<file path="config.mk">
export PLATFORM = sky130hd
export DESIGN_NAME = clu_array_top
export DESIGN_NICKNAME = d
export VERILOG_FILES = /design/src/rtl/clu_pkg.sv /design/src/rtl/clu_node.sv /design/src/rtl/clu_control.sv /design/src/rtl/clu_datapath.sv /design/src/rtl/clu_array_top.sv
export SDC_FILE = /design/constraint.sdc
export NUM_CORES = 1
export LEC_CHECK = 0
export CAP_MARGIN = 10
export CORE_AREA = 2 2 283 285
export DETAILED_ROUTE_END_ITERATION = 10
export DIE_AREA = 0 0 285 287
export PLACE_DENSITY = 0.6
export SLEW_MARGIN = 30
export SYNTH_ARGS = -nofsm -noshare
export SYNTH_HDL_FRONTEND = slang
export SYNTH_SLANG_ARGS = --single-unit
</file>
<file path="constraint.sdc">
create_clock -name clk -period 5.3 [get_ports clk]
set_clock_uncertainty 0.1 [all_clocks]
set_input_delay 1.06 -clock clk [delete_from_list [all_inputs] [get_ports clk]]
set_output_delay 1.06 -clock clk [all_outputs]
set_load 0.01 [all_outputs]
</file>
<file path="src/rtl/clu_pkg.sv">
package clu_pkg;
  localparam int SLOTS = 9;
  localparam int CNT_W = 3;

  typedef enum logic [1:0] {
    LNK_NONE  = 2'd0,
    LNK_CLAIM = 2'd1,
    LNK_DEFER = 2'd2
  } link_e;

  typedef struct packed {
    logic decide;
    logic load;
    logic belowUse;
  } ctl_t;
endpackage

</file>
<file path="src/rtl/clu_node.sv">
module clu_node
  import clu_pkg::*;
(
  input  logic             avail,
  input  logic             leftAvail,
  input  logic             rightAvail,
  input  logic [2:0]       below,
  input  logic             farLeftCentre,
  input  link_e            linkIn,
  input  logic [CNT_W-1:0] rightCnt,
  output logic [CNT_W-1:0] cnt,
  output link_e            linkOut,
  output logic             centre,
  output logic [SLOTS-1:0] mask
);
  logic giveWay;

  assign cnt = CNT_W'(leftAvail) + CNT_W'(rightAvail) + CNT_W'(below[0])
             + CNT_W'(below[1]) + CNT_W'(below[2]);

  assign giveWay = avail && (linkIn == LNK_NONE) && rightAvail && (rightCnt > cnt);

  assign centre = avail && ((linkIn == LNK_DEFER) || ((linkIn == LNK_NONE) && !giveWay));

  always_comb begin
    if (!avail || linkIn == LNK_CLAIM) linkOut = LNK_NONE;
    else if (giveWay)                  linkOut = LNK_DEFER;
    else                               linkOut = LNK_CLAIM;
  end

  always_comb begin
    mask    = '0;
    mask[3] = centre && (linkIn == LNK_DEFER);
    mask[4] = centre;
    mask[5] = centre && rightAvail;
    mask[6] = centre && below[0] && !farLeftCentre;
    mask[7] = centre && below[1];
    mask[8] = centre && below[2];
  end
endmodule

</file>
<file path="src/rtl/clu_control.sv">
module clu_control
  import clu_pkg::*;
#(
  parameter int FRAME_ROWS = 16,
  parameter int ROW_W      = 4
) (
  input  logic             clk,
  input  logic             rstN,
  input  logic             inValid,
  output ctl_t             ctl,
  output logic [ROW_W-1:0] cluRow
);
  localparam logic [ROW_W-1:0] LAST_ROW = ROW_W'(FRAME_ROWS - 1);

  logic             pendValid;
  logic [ROW_W-1:0] pendY;
  logic [ROW_W-1:0] nextY;
  logic             pendLast;

  assign pendLast     = pendValid && (pendY == LAST_ROW);
  assign ctl.decide   = pendValid && (inValid || pendLast);
  assign ctl.load     = inValid;
  assign ctl.belowUse = pendValid && inValid && !pendLast;

  always_ff @(posedge clk) begin
    if (!rstN) begin
      pendValid <= 1'b0;
      pendY     <= '0;
      nextY     <= '0;
      cluRow    <= '0;
    end else begin
      if (inValid) begin
        nextY     <= (nextY == LAST_ROW) ? '0 : nextY + 1'b1;
        pendValid <= 1'b1;
        pendY     <= nextY;
      end else if (ctl.decide) begin
        pendValid <= 1'b0;
      end
      cluRow <= ctl.decide ? pendY : '0;
    end
  end
endmodule

</file>
<file path="src/rtl/clu_datapath.sv">
module clu_datapath
  import clu_pkg::*;
#(
  parameter int COLS  = 8,
  parameter int ADC_W = 8
) (
  input  logic                        clk,
  input  logic                        rstN,
  input  ctl_t                        ctl,
  input  logic [COLS-1:0]             inHit,
  input  logic [COLS*ADC_W-1:0]       inAdc,
  output logic [COLS-1:0]             cluVld,
  output logic [COLS*SLOTS-1:0]       cluMask,
  output logic [COLS*SLOTS*ADC_W-1:0] cluAdc
);
  localparam int ROW_ADC = COLS * ADC_W;
  localparam int MASK_W  = COLS * SLOTS;
  localparam int ADCO_W  = MASK_W * ADC_W;

  logic [COLS-1:0]    pendHit, pendClaim, avail, belowHit, centreV, claimNext;
  logic [ROW_ADC-1:0] pendAdc, belowAdc;
  logic [COLS+1:0]    availPad, belowPad, centrePad;
  logic [ADC_W-1:0]   pAdcPad [COLS+1:0];
  logic [ADC_W-1:0]   bAdcPad [COLS+1:0];
  logic [CNT_W-1:0]   cntArr  [COLS:0];
  link_e              links   [COLS:0];
  logic [MASK_W-1:0]  maskFlat;
  logic [ADCO_W-1:0]  adcFlat;

  assign avail     = pendHit & ~pendClaim;
  assign belowHit  = ctl.belowUse ? inHit : '0;
  assign belowAdc  = ctl.belowUse ? inAdc : '0;
  assign availPad  = {1'b0, avail, 1'b0};
  assign belowPad  = {1'b0, belowHit, 1'b0};
  assign centrePad = {1'b0, centreV, 1'b0};

  assign pAdcPad[0]      = '0;
  assign pAdcPad[COLS+1] = '0;
  assign bAdcPad[0]      = '0;
  assign bAdcPad[COLS+1] = '0;
  assign links[0]        = LNK_NONE;
  assign cntArr[COLS]    = '0;

  for (genvar c = 0; c < COLS; c++) begin : g_col
    logic farLeft;

    assign pAdcPad[c+1] = pendAdc[c*ADC_W +: ADC_W];
    assign bAdcPad[c+1] = belowAdc[c*ADC_W +: ADC_W];

    if (c >= 2) begin : g_far
      assign farLeft = centreV[c-2];
    end else begin : g_nofar
      assign farLeft = 1'b0;
    end

    clu_node u_node (
      .avail        (avail[c]),
      .leftAvail    (availPad[c]),
      .rightAvail   (availPad[c+2]),
      .below        (belowPad[c+2:c]),
      .farLeftCentre(farLeft),
      .linkIn       (links[c]),
      .rightCnt     (cntArr[c+1]),
      .cnt          (cntArr[c]),
      .linkOut      (links[c+1]),
      .centre       (centreV[c]),
      .mask         (maskFlat[c*SLOTS +: SLOTS])
    );

    assign claimNext[c] = belowHit[c] && (|centrePad[c+2:c]);

    for (genvar k = 0; k < SLOTS; k++) begin : g_slot
      logic [ADC_W-1:0] slotVal;
      if (k < 3) begin : g_top
        assign slotVal = '0;
      end else if (k < 6) begin : g_mid
        assign slotVal = pAdcPad[c+k-3];
      end else begin : g_bot
        assign slotVal = bAdcPad[c+k-6];
      end
      assign adcFlat[(c*SLOTS+k)*ADC_W +: ADC_W] = maskFlat[c*SLOTS+k] ? slotVal : '0;
    end
  end

  always_ff @(posedge clk) begin
    if (!rstN) begin
      pendHit   <= '0;
      pendClaim <= '0;
      pendAdc   <= '0;
      cluVld    <= '0;
      cluMask   <= '0;
      cluAdc    <= '0;
    end else begin
      if (ctl.load) begin
        pendHit   <= inHit;
        pendAdc   <= inAdc;
        pendClaim <= ctl.belowUse ? claimNext : '0;
      end
      cluVld  <= ctl.decide ? centreV  : '0;
      cluMask <= ctl.decide ? maskFlat : '0;
      cluAdc  <= ctl.decide ? adcFlat  : '0;
    end
  end
endmodule

</file>
<file path="src/rtl/clu_array_top.sv">
module clu_array_top
  import clu_pkg::*;
#(
  parameter int COLS       = 8,
  parameter int ADC_W      = 8,
  parameter int FRAME_ROWS = 16,
  parameter int ROW_W      = (FRAME_ROWS > 1) ? $clog2(FRAME_ROWS) : 1
) (
  input  logic                        clk,
  input  logic                        rstN,
  input  logic                        inValid,
  input  logic [COLS-1:0]             inHit,
  input  logic [COLS*ADC_W-1:0]       inAdc,
  output logic [COLS-1:0]             cluVld,
  output logic [ROW_W-1:0]            cluRow,
  output logic [COLS*SLOTS-1:0]       cluMask,
  output logic [COLS*SLOTS*ADC_W-1:0] cluAdc
);
  ctl_t ctl;

  clu_control #(.FRAME_ROWS(FRAME_ROWS), .ROW_W(ROW_W)) u_ctl (
    .clk    (clk),
    .rstN   (rstN),
    .inValid(inValid),
    .ctl    (ctl),
    .cluRow (cluRow)
  );

  clu_datapath #(.COLS(COLS), .ADC_W(ADC_W)) u_dp (
    .clk    (clk),
    .rstN   (rstN),
    .ctl    (ctl),
    .inHit  (inHit),
    .inAdc  (inAdc),
    .cluVld (cluVld),
    .cluMask(cluMask),
    .cluAdc (cluAdc)
  );
endmodule

</file>
# Yosys cells after proc, flatten, opt, wreduce, memory -nomap -nowiden
# Index checks and enable logic that the tools add are counted.
[totals]
rom_bits = 0
ff_bits = 749
mem_bits_rw = 0
memories = 0
wordCells = 311
out_inout_bits = 660
latchBits = 0
in_bits = 75
[classes]
mul = 0
n_bitwise = 2
order_cmp = 7
reduce_logical = 183
shift = 0
n_div = 0
eq_ne = 15
muxes = 20
addsub = 29
[ops]
columns = ["cell", "n"]
rows = [
  ["$reduce_and 3->1", 44],
  ["$logic_and 1x1->1", 88],
  ["$mux 64", 1],
  ["$add 3x1->3", 18],
  ["$mux 2", 14],
  ["$gt 3x3->1", 7],
  ["$logic_not 1->1", 20],
  ["$reduce_or 3->1", 6],
  ["$add 1x1->2", 8],
  ["$mux 8", 2],
  ["$eq 2x2->1 const B", 7],
  ["$logic_not 2->1", 7],
  ["$logic_or 1x1->1", 14],
  ["$eq 2x1->1 const B", 6],
  ["$and 8x8->8", 1],
  ["$eq 4x4->1 const B", 2],
  ["$not 8->8", 1],
  ["$add 2x1->3", 2],
  ["$add 4x1->4 const B", 1],
  ["$mux 4", 1],
  ["$reduce_or 2->1", 2],
  ["$mux 1", 2],
  ["$reduce_and 2->1", 1],
  ["$reduce_bool 2->1", 1],
]

# Longest topological paths before layout
# Gate-level depths: netlist (run 1).
[logic_depth]
ltp_word = 54
mapped_depth = 21

# Modules after synthesis
# From an unflattened synthesis (run 1), not the netlist that was laid out.
[hier_totals]
cells_unflattened = 1857
area_unflattened_um2 = 19198.4
[modules_own_cells]
columns = ["module", "n_inst", "seq_area_each_um2", "area_per_inst_um2", "cells_per_inst"]
rows = [
  ["clu_datapath", 1, 10249.8, 16400.7, 1480],
  ["clu_node", 8, 0.0, 285.3, 41],
  ["clu_control", 1, 260.2, 515.5, 49],
]

# Least setup slack after synthesis (run 1)
# No wires, ideal clock.
[synth_timing]
path_type = "input-to-reg"
start = "input port inValid"
end = "register u_dp.cluAdc[400]"
t_arrival_ns = 5.331
setup_slack_ns = -0.191
path_stages = 19
cell_sequence = "clkbuf_1 clkbuf_1 clkbuf_1 nand3_1 clkbuf_1 fa_1 inv_1 ha_1 inv_1 fa_1 ha_1 nor2b_1 o21a_1 o21ai_0 nand2_1 and3b_1 o21a_1 clkbuf_1 and3_1"
[synth_between]
elab_chain_cells = 44
[synth_lines]
columns = ["item", "line_no", "text"]
rows = [
  ["from (decl)", "clu_array_top.sv:11", "input logic inValid,"],
  ["$logic_and 1x1->1 (2 in a row)", "clu_control.sv:23", "assign ctl.belowUse = pendValid && inValid && !pendLast;"],
  ["$mux 8", "clu_datapath.sv:31", "assign belowHit = ctl.belowUse ? inHit : '0;"],
  ["$add 3x1->3", "clu_node.sv:18", "assign cnt = CNT_W'(leftAvail) + CNT_W'(rightAvail) + CNT_W'(below[0])"],
  ["$add 3x1->3 (2 in a row)", "clu_node.sv:19", "+ CNT_W'(below[1]) + CNT_W'(below[2]);"],
  ["$gt 3x3->1", "clu_node.sv:21", "assign giveWay = avail && (linkIn == LNK_NONE) && rightAvail && (rightCnt > cnt);"],
  ["$logic_and 1x1->1", "clu_node.sv:21", ""],
  ["$mux 2", "clu_node.sv:27", "else if (giveWay) linkOut = LNK_DEFER;"],
  ["$mux 2", "clu_node.sv:26", "if (!avail || linkIn == LNK_CLAIM) linkOut = LNK_NONE;"],
  ["[... 24 more ...]", "n/a", ""],
  ["$logic_not 2->1", "clu_node.sv:21, clu_node.sv:23", ""],
  ["$logic_and 1x1->1 (3 in a row)", "clu_node.sv:21", ""],
  ["$logic_not 1->1", "clu_node.sv:23", "assign centre = avail && ((linkIn == LNK_DEFER) || ((linkIn == LNK_NONE) && !giveWay));"],
  ["$logic_and 1x1->1", "clu_node.sv:23", ""],
  ["$logic_or 1x1->1", "clu_node.sv:23", ""],
  ["$logic_and 1x1->1", "clu_node.sv:23", ""],
  ["$logic_and 1x1->1", "clu_node.sv:35", "mask[5] = centre && rightAvail;"],
  ["$reduce_and 3->1 (no line) *", "n/a", ""],
  ["to (signal assigned)", "clu_datapath.sv:101", "cluAdc <= ctl.decide ? adcFlat : '0;"],
  ["to (decl)", "clu_datapath.sv:14", "output logic [COLS*SLOTS*ADC_W-1:0] cluAdc"],
]
# Every way passes the cells marked *; elsewhere a longest branch is shown, timed or not.
# A chain may end at the register's enable or synchronous reset.

# Worst setup path in the final report (run 1)
[layout_timing]
start = "register u_ctl.pendY[3]"
end = "register u_dp.cluAdc[499]"
[layout_between]
elab_chain_cells = 52
[layout_lines]
columns = ["item", "line_no", "text"]
rows = [
  ["from (decl)", "clu_control.sv:16", "logic [ROW_W-1:0] pendY;"],
  ["from (signal assigned)", "clu_control.sv:35", "pendY <= nextY;"],
  ["$eq 4x4->1 *", "clu_control.sv:20", "assign pendLast = pendValid && (pendY == LAST_ROW);"],
  ["$logic_and 1x1->1 *", "clu_control.sv:20", ""],
  ["$logic_not 1->1", "clu_control.sv:23", ""],
  ["$logic_and 1x1->1", "clu_control.sv:23", ""],
  ["$mux 8", "clu_datapath.sv:31", ""],
  ["$add 3x1->3", "clu_node.sv:18", ""],
  ["$add 3x1->3 (2 in a row)", "clu_node.sv:19", ""],
  ["$gt 3x3->1", "clu_node.sv:21", ""],
  ["[... 33 more ...]", "n/a", ""],
  ["$logic_not 2->1", "clu_node.sv:21, clu_node.sv:23", ""],
  ["$logic_and 1x1->1 (3 in a row)", "clu_node.sv:21", ""],
  ["$logic_not 1->1", "clu_node.sv:23", ""],
  ["$logic_and 1x1->1", "clu_node.sv:23", ""],
  ["$logic_or 1x1->1", "clu_node.sv:23", ""],
  ["$logic_and 1x1->1", "clu_node.sv:23", ""],
  ["$logic_and 1x1->1", "clu_node.sv:38", "mask[8] = centre && below[2];"],
  ["$reduce_and 3->1 (no line)", "n/a", ""],
]
# Marked as above.

==> results by group, run 1 <==
Place
  – Routability congestion estimate: 0.793
  – Number of port buffers: between 400 and 500
  – Post-detailed-placement half-perimeter wirelength: 40200 um
  – Number of cells after detailed placement: 3202

STA
  – Final hold violation count: 0
  – Number of failing setup endpoints in the final timing report: 0
  – Total negative slack for setup checks: 0 ns
  – Transition time at the pin with the least slew margin: slightly above 0.8 ns
  – FMAX: 201 MHz
  – Minimum period implied by the final worst setup slack: between 4 and 5 ns
  – Max-slew violations: 0
  – Crit share post-route: 0.941
  – Worst max-slew margin expressed relative to the limit: 0.455
  – Unrepaired setup endpoints after global routing: false

Synth
  – Post-synth EDFFs: 0
  – Synthesized area divided by synthesized cell count: between 10 and 15 um^2
  – Leading register cell type out of synthesis: dfxtp_1
  – Ys async rst share: 0
  – Share of the yosys chip area belonging to registers: 0.558
  – Post-synthesis cell count: around 1600
  – Synth cell types: 55
  – Netlist area before placement: 17600 um^2
  – Yosys warnings: 0
  – Total of flip-flops plus latches after synthesis: 489

Layout
  – # fillers: 8054
  – Sequential cell area: 9790 um^2
  – Number of antenna repair diodes: 0
  – Final instance count without filler cells: 3298
  – Nets: approximately 2300
  – Layout overhead on the synthesized area: 42.2%
  – Footprint of the multi-input gates: 6220 um^2
  – Fraction of layout instances using a drive strength above 1: 0.0903

Clock tree
  – Clock-pin transition on the worst setup and hold timing paths: 0.06 ns
  – Clock tree from TritonCTS: done
  – Post-CTS setup buffer count: 0
  – Hold buffer count at CTS: 0
  – Insertion delay of the later-clocked pin in the worst-skew pair: 0.58 ns
  – Number of clock sinks seen by CTS: 489
  – H-tree depth: 2
  – Clock Path Buffers: 3
  – Number of resized instances in the post-cts repair step: 0
  – Number of buffers created by CTS: 53
  – Buffer type at the clock tree root: clkbuf_16

Hold path
  – Worst hold stages: 2
  – Class of the tightest hold or removal check: reg -> reg

Routing
  – Violation count after the first detailed-routing iteration: 408
  – Via count: 12040
  – Final routed DRC violation total: 0
  – Final routed wirelength across all metal layers: between 50000 and 60000 um
  – Routed vias/inst: 3.65
  – First drt pass iteration count: 4
  – Wire length per cell after detailed routing: 16.1 um
  – Number of routed nets with antenna violations: 0

Worst setup path
  – Critical Path Source: u_ctl.pendY[3]
  – Element type at the critical path start: flop
  – Biggest fanout along the worst timing path: 22
  – End of the worst register-to-register path: u_dp.cluAdc[499]
  – Depth of the most critical reg-to-reg path: 20
  – Arrival time at the worst endpoint: between 5 and 6 ns
  – Setup crit end: u_dp.cluAdc[499]
  – Slack of the worst reg-to-reg path: 0.31 ns
  – Critical setup path kind: reg -> reg
  – Kind of capture point of the worst setup path: flop
  – Startpoint of the lowest-slack register-to-register path: u_ctl.pendY[3]
  – Worst EP required: 5.70 ns

Die
  – Effective utilization at floorplan: 0.223
  – Number of placed I/O pins: 735
  – Row count: 103
  – Core box area: around 79000 um^2
  – Die area: 81800 um^2
  – DIE WIDTH: 285 um
  – Y dimension of the die: 287 um

Global routing
  – Pin count of the biggest net entering global routing: slightly above 70
  – Sum of overflow across all layers after global routing: 0
  – GRT Overall Usage: 0.123
  – Global-route wire length before repair: between 70000 and 80000 um
  – Vias in the first global route: 11579
  – Initial antenna violation count: 5

Power and ir drop
  – Leak pwr: 10.6 nW
  – Worst VDD drop: 190 uV
  – Power density cells: 320 nW/um^2

Run
  – Max-cap violation count: 0

Status
  – Status: complete, no violations
==> synthesized netlist by cell type (17+ instances only) <==
library cell | instances | area share
nor2_1 | 63 | 0.013
and3_1 | 99 | 0.035
nor2b_1 | 73 | 0.026
nand2_1 | 53 | 0.011
mux2i_1 | 61 | 0.035
clkbuf_1 | 45 | 0.0096
nand3_1 | 17 | 0.0048
and2_1 | 199 | 0.071
ha_1 | 32 | 0.023
dfxtp_1 | 489 | 0.56
nor3_1 | 25 | 0.0071
nand2b_1 | 20 | 0.0071
buf_4 | 261 | 0.11
inv_1 | 74 | 0.016
==> placed cells by master, fill, tap and decap left out, types with 5 or more instances in the layout <==
master	synthesis	final
buf_12	0	8
clkbuf_16	0	55
conb_1	1	252
o21ai_0	12	11
nor3_2	11	11
mux2i_1	61	61
and3_1	99	99
nor4_1	10	10
clkbuf_8	0	8
a31oi_1	5	5
dfxtp_1	489	489
nand3_1	17	17
nand2b_1	20	20
o21a_1	9	9
ha_1	32	32
a21boi_0	14	14
and2_1	199	199
nor2_1	63	63
nor2b_1	73	73
clkbuf_1	45	14
nand2_1	53	53
inv_1	74	74
buf_4	261	83
a21oi_1	9	9
inv_6	0	5
fa_1	14	14
clkinv_2	0	5
nor3_1	25	25
clkdlybuf4s50_1	0	480
==> routing by layer <==
metal	global-route usage	routed length [um]	part of all wire	up-vias
met1	0.144	21800	0.41	5570
li1	-	-	-	5897
met2	0.222	26400	0.50	483
met5	0	13	0.00025	-
met4	0.0424	1610	0.030	2
met3	0.0265	3220	0.061	88
==> metrics by stage <==
stage	hold slack, ns	utilization	instance area, um^2	setup slack [ns]	power [mW]
final	0.348	0.317	25000	0.314	7.99
after global routing	0.362	0.317	25000	0.0780	8.31
after CTS	0.354	0.317	25000	0.259	8.11
after floorplan	0.323	-	18500	0.0278	4.28
after global placement	0.341	0.295	23200	-0.144	4.38
after detailed placement	0.342	0.295	23200	-0.256	4.38
==> worst min path at each step <==
| stage | from | to | slack (ns) |
|---|---|---|---|
| floorplan | u_dp.pendAdc[56] | u_dp.cluAdc[472] | 0.32 |
| global placement | u_dp.pendAdc[59] | u_dp.cluAdc[539] | 0.34 |
| detailed placement | u_dp.pendAdc[50] | u_dp.cluAdc[466] | 0.34 |
| CTS | u_dp.pendAdc[59] | u_dp.cluAdc[539] | 0.35 |
| global route | u_dp.pendAdc[57] | u_dp.cluAdc[473] | 0.36 |
| finish | u_dp.pendAdc[56] | u_dp.cluAdc[536] | 0.35 |
==> flip-flops by register name, indices dropped and copies added (netlist names) <==
name,cells
u_dp.pendAdc,64
u_dp.pendClaim,8
u_dp.cluAdc,352
u_ctl.cluRow,4
u_ctl.nextY,4
u_ctl.pendValid,1
u_dp.pendHit,8
u_dp.cluMask,44
u_ctl.pendY,4
==> cell type report <==
type	instances	area share
sequential	489	0.392
clock buffer	77	0.0617
clock inverter	19	0.00847
multi-input combinational	1016	0.249
timing repair buffer	572	0.224
tap	1050	0.0526
inverter	75	0.0113
==> where the power goes <==
| group | leakage (nW) | total [mW] | internal (mW) | switching (mW) |
|---|---|---|---|---|
| combinational | 5.75 | 0.553 | 0.213 | 0.339 |
| clock | 0.855 | 3.69 | 2.17 | 1.52 |
| sequential | 3.95 | 3.75 | 3.72 | 0.0320 |
==> worst max-delay path: stages, from the launching register on <==
cell and delay (ns):
dfxtp_1 0.48, nand4_1 0.16, and2_1 0.29, buf_4 0.21, nand3_1 0.13, fa_1 0.42
inv_1 0.07, ha_1 0.13, inv_1 0.04, fa_1 0.52, inv_1 0.07, ha_1 0.29
and3_1 0.18, a211oi_2 0.23, a2111oi_0 0.09, a211o_2 0.38, and3b_1 0.22, a2111o_2 0.44
buf_12 0.18, buf_12 0.15, nor3_2 0.10
==> logic make-up (layout without fill, tap and decap cells) <==
group / after synthesis / count (layout) / share of synthesized area
AOI/OAI and AO/OA: 72 / 72 / 0.0323
xor gates and xnor gates: 1 / 1 / 0.000499
adders and majority gates: 46 / 46 / 0.0388
buffers and inverters: 393 / 743 / 0.142
DFF: 489 / 489 / 0.558
muxes: 61 / 61 / 0.0348
other: 1 / 252 / 0.000214
and+or+nand+nor: 584 / 584 / 0.193
Note: power is estimated with default switching activity, not from simulation.
==> inputs of run 2 (changes only) <==
--- a/constraint.sdc
+++ b/constraint.sdc
@@ -4,2 +4,2 @@
 set_output_delay 1.06 -clock clk [all_outputs]
-set_load 0.01 [all_outputs]
+set_load 0.1 [all_outputs]
==> run 2 against run 1 <==
Against the previous run: fmax shrank 0.41%; final area about the same; setup slack got worse by 0.021 ns; routed wire length rose by 0.41%; clock power grew 5%; sequential cell count did not move.
==> results by group, run 2 (synthesis results as in run 1) <==
Status
  – Status: complete, no violations

Layout
  – Nets: 2329 (+0.043%)
  – Non-Filler Cell Area, Final: 24900 um^2 (about the same)
  – Register ranked first by flip-flop count: u_dp.cluAdc
  – Layout overhead on the synthesized area: 42.1% (about the same)
  – Biggest regs: u_dp.cluAdc: 352 flops, u_dp.pendAdc: 64 flops, u_dp.cluMask: 44 flops
  – Max reg flops: 352 (unchanged)
  – Final instance count without filler cells: 3303 (+0.15%)
  – Most frequent cells in the layout: 489 x dfxtp_1, 452 x clkdlybuf4s50_1, 252 x conb_1
  – Most common library cell in the layout ignoring fill and taps: dfxtp_1
  – Fraction of layout instances using a drive strength above 1: 0.105 (+0.0150)

Worst setup path
  – Crit-path max cell delay: 0.51 ns (about the same)
  – Kind of capture point of the worst setup path: flop
  – Series of cell instances along the critical path: nand4_1, and2_1, nand3_1, inv_1, fa_1, ha_1, inv_1, fa_1, inv_1, ha_1, nor2b_1, o21ai_1, a2111oi_0, a211o_2, and3b_1, a2111o_2, buf_12, buf_12, nor2_1
  – WP buf/inv: 5 (-1)
  – Element type at the critical path start: flop
  – Critical setup path kind: reg -> reg
  – Kind of cell adding the most delay to the critical path: adder cells
  – CP most frequent cell: inv_1
  – Biggest fanout along the worst timing path: 22 (unchanged)
  – Slowest CP cell: fa_1
  – Worst EP required: 5.72 ns (+0.02 ns)
  – Arrival time at the worst endpoint: 5.43 ns (+0.04 ns)

Routing
  – Routed wl met3: 3290 um (+2.2%)
  – Final routed DRC violation total: 0 (unchanged)
  – First drt pass iteration count: 4 (unchanged)
  – Routed vias/inst: 3.67 (+0.46%)
  – Via count: 12114 (+0.61%)
  – Met1 layer wirelength in the final routing: 21800 um (-0.18%)
  – Final routed wirelength across all metal layers: 53200 um (+0.41%)
  – Top layer reached by signal wires: met5
  – Total length of routed met2 wires: 26500 um (+0.36%)
  – Number of routed nets with antenna violations: 0 (unchanged)
  – Wire length per cell after detailed routing: 16.1 um (+0.26%)
  – Violation count after the first detailed-routing iteration: 387 (-5.1%)

Place
  – Routability congestion estimate: 0.792 (-0.15%)
  – Placed Area: 23100 um^2 (-0.53%)
  – Number of cells after detailed placement: 3202 (unchanged)
  – Number of port buffers: 482 (unchanged)
  – Post-detailed-placement half-perimeter wirelength: 40100 um (-0.15%)

Global routing
  – Sum of overflow across all layers after global routing: 0 (unchanged)
  – Vias in the first global route: 11510 (-0.60%)
  – Pin count of the biggest net entering global routing: 72 (unchanged)
  – Initial antenna violation count: 7 (+2)
  – GRT Overall Usage: 0.123 (+0.000262)
  – Global-route wire length before repair: 76300 um (+0.14%)

Clock tree
  – Buffer type at the clock tree root: clkbuf_16
  – Hold buffer count at CTS: 0 (unchanged)
  – Clock-pin transition on the worst setup and hold timing paths: 0.06 ns (about the same)
  – Insertion delay of the later-clocked pin in the worst-skew pair: 0.62 ns (+0.04 ns)
  – Number of buffers created by CTS: 54 (+1.9%)
  – Number of clock sinks seen by CTS: 489 (unchanged)
  – Clock tree from TritonCTS: done
  – Number of resized instances in the post-cts repair step: 0 (unchanged)
  – H-tree depth: 2 (unchanged)
  – Clock Path Buffers: 3 (unchanged)
  – Post-CTS setup buffer count: 0 (unchanged)

STA
  – Minimum period implied by the final worst setup slack: 5.01 ns (+0.0206 ns)
  – Crit share post-route: 0.945 (+0.00388)
  – Final hold violation count: 0 (unchanged)
  – Max-slew violations: 0 (unchanged)
  – Unrepaired setup endpoints after global routing: false
  – FMAX: 200 MHz (-0.41%)
  – Transition time at the pin with the least slew margin: 1.05 ns (+0.229 ns)
  – Number of failing setup endpoints in the final timing report: 0 (unchanged)
  – Worst max-slew margin expressed relative to the limit: 0.300 (-0.155)

Die
  – Die area: 81800 um^2 (unchanged)
  – Number of placed I/O pins: 735 (unchanged)
  – Effective utilization at floorplan: 0.223 (unchanged)
  – Y dimension of the die: 287 um (unchanged)
  – DIE WIDTH: 285 um (unchanged)
  – Row count: 103 (unchanged)
  – Core box area: 78600 um^2 (unchanged)

Hold path
  – Class of the tightest hold or removal check: reg -> reg

Power and ir drop
  – Leak pwr: 10.7 nW (+1.1%)
  – Worst VDD drop: 231 uV (+22%)
  – Power density cells: 357 nW/um^2 (+11%)

Run
  – Max-cap violation count: 0 (unchanged)
run 2: cell count changes in the layout (fill, tap and decap cells not counted), sizes merged:
cell | before | now
diode | 0 | 2
buf | 92 | 120
clkinv | 8 | 11
clkdlybuf4s50 | 480 | 452
clkbuf | 77 | 75
bufinv | 3 | 5
run 2: final timing paths:
path | start | endpoint | slack (ns) | cells after the start
worst max register to register | u_ctl.pendY[3] | u_dp.cluAdc[476] | 0.29 | 19
worst min register to register | u_dp.pendAdc[55] | u_dp.cluAdc[535] | 0.35 | 1
worst max-delay path | u_ctl.pendY[3] | u_dp.cluAdc[476] | 0.29 | 19
worst min-delay path | u_dp.pendAdc[55] | u_dp.cluAdc[535] | 0.35 | 1
run 2: final cells by class:
cell class | instances | area (um^2)
Antenna cell | 2 | 5.00
Inverter | 75 | 282
Timing Repair Buffer | 572 | 5460
Clock inverter | 24 | 329
Tap cell | 1050 | 1310
Clock buffer | 75 | 1530
Sequential cell | 489 | 9790
Fill cell | 8084 | 53700
Multi-Input combinational cell | 1016 | 6220
run 2: per-stage QoR:
stage	TNS (ns)	hold slack, ns	utilization	setup WS [ns]	total power [mW]
after CTS	0	0.355	0.317	0.254	9.01
after floorplan	0	0.323	-	0.0278	5.02
final	0	0.354	0.317	0.293	8.90
after global routing	0	0.370	0.317	0.00805	9.23
after global placement	-6.46	0.340	0.295	-0.147	5.10
after detailed placement	-15.86	0.341	0.294	-0.237	5.11
run 2: worst register-to-register path: cells and delay by family (launching register included):
family,cells,cell delay [ns]
simple gates,6,1.11
compound gates,4,1.25
fa+ha+maj,4,1.43
flops,1,0.49
buf+inv,5,0.55
run 2: power by group:
| group | total, mW | internal, mW | switching [mW] |
|---|---|---|---|
| registers | 3.75 | 3.72 | 0.0314 |
| logic | 1.28 | 0.213 | 1.07 |
| clock network | 3.87 | 2.29 | 1.59 |
run 2: layer usage:
| layer | global-route usage | vias to the layer above |
|---|---|---|
| li1 | - | 5919 |
| met1 | 0.145 | 5616 |
| met2 | 0.219 | 485 |
| met3 | 0.0260 | 92 |
| met4 | 0.0455 | 2 |
| met5 | 0 | - |
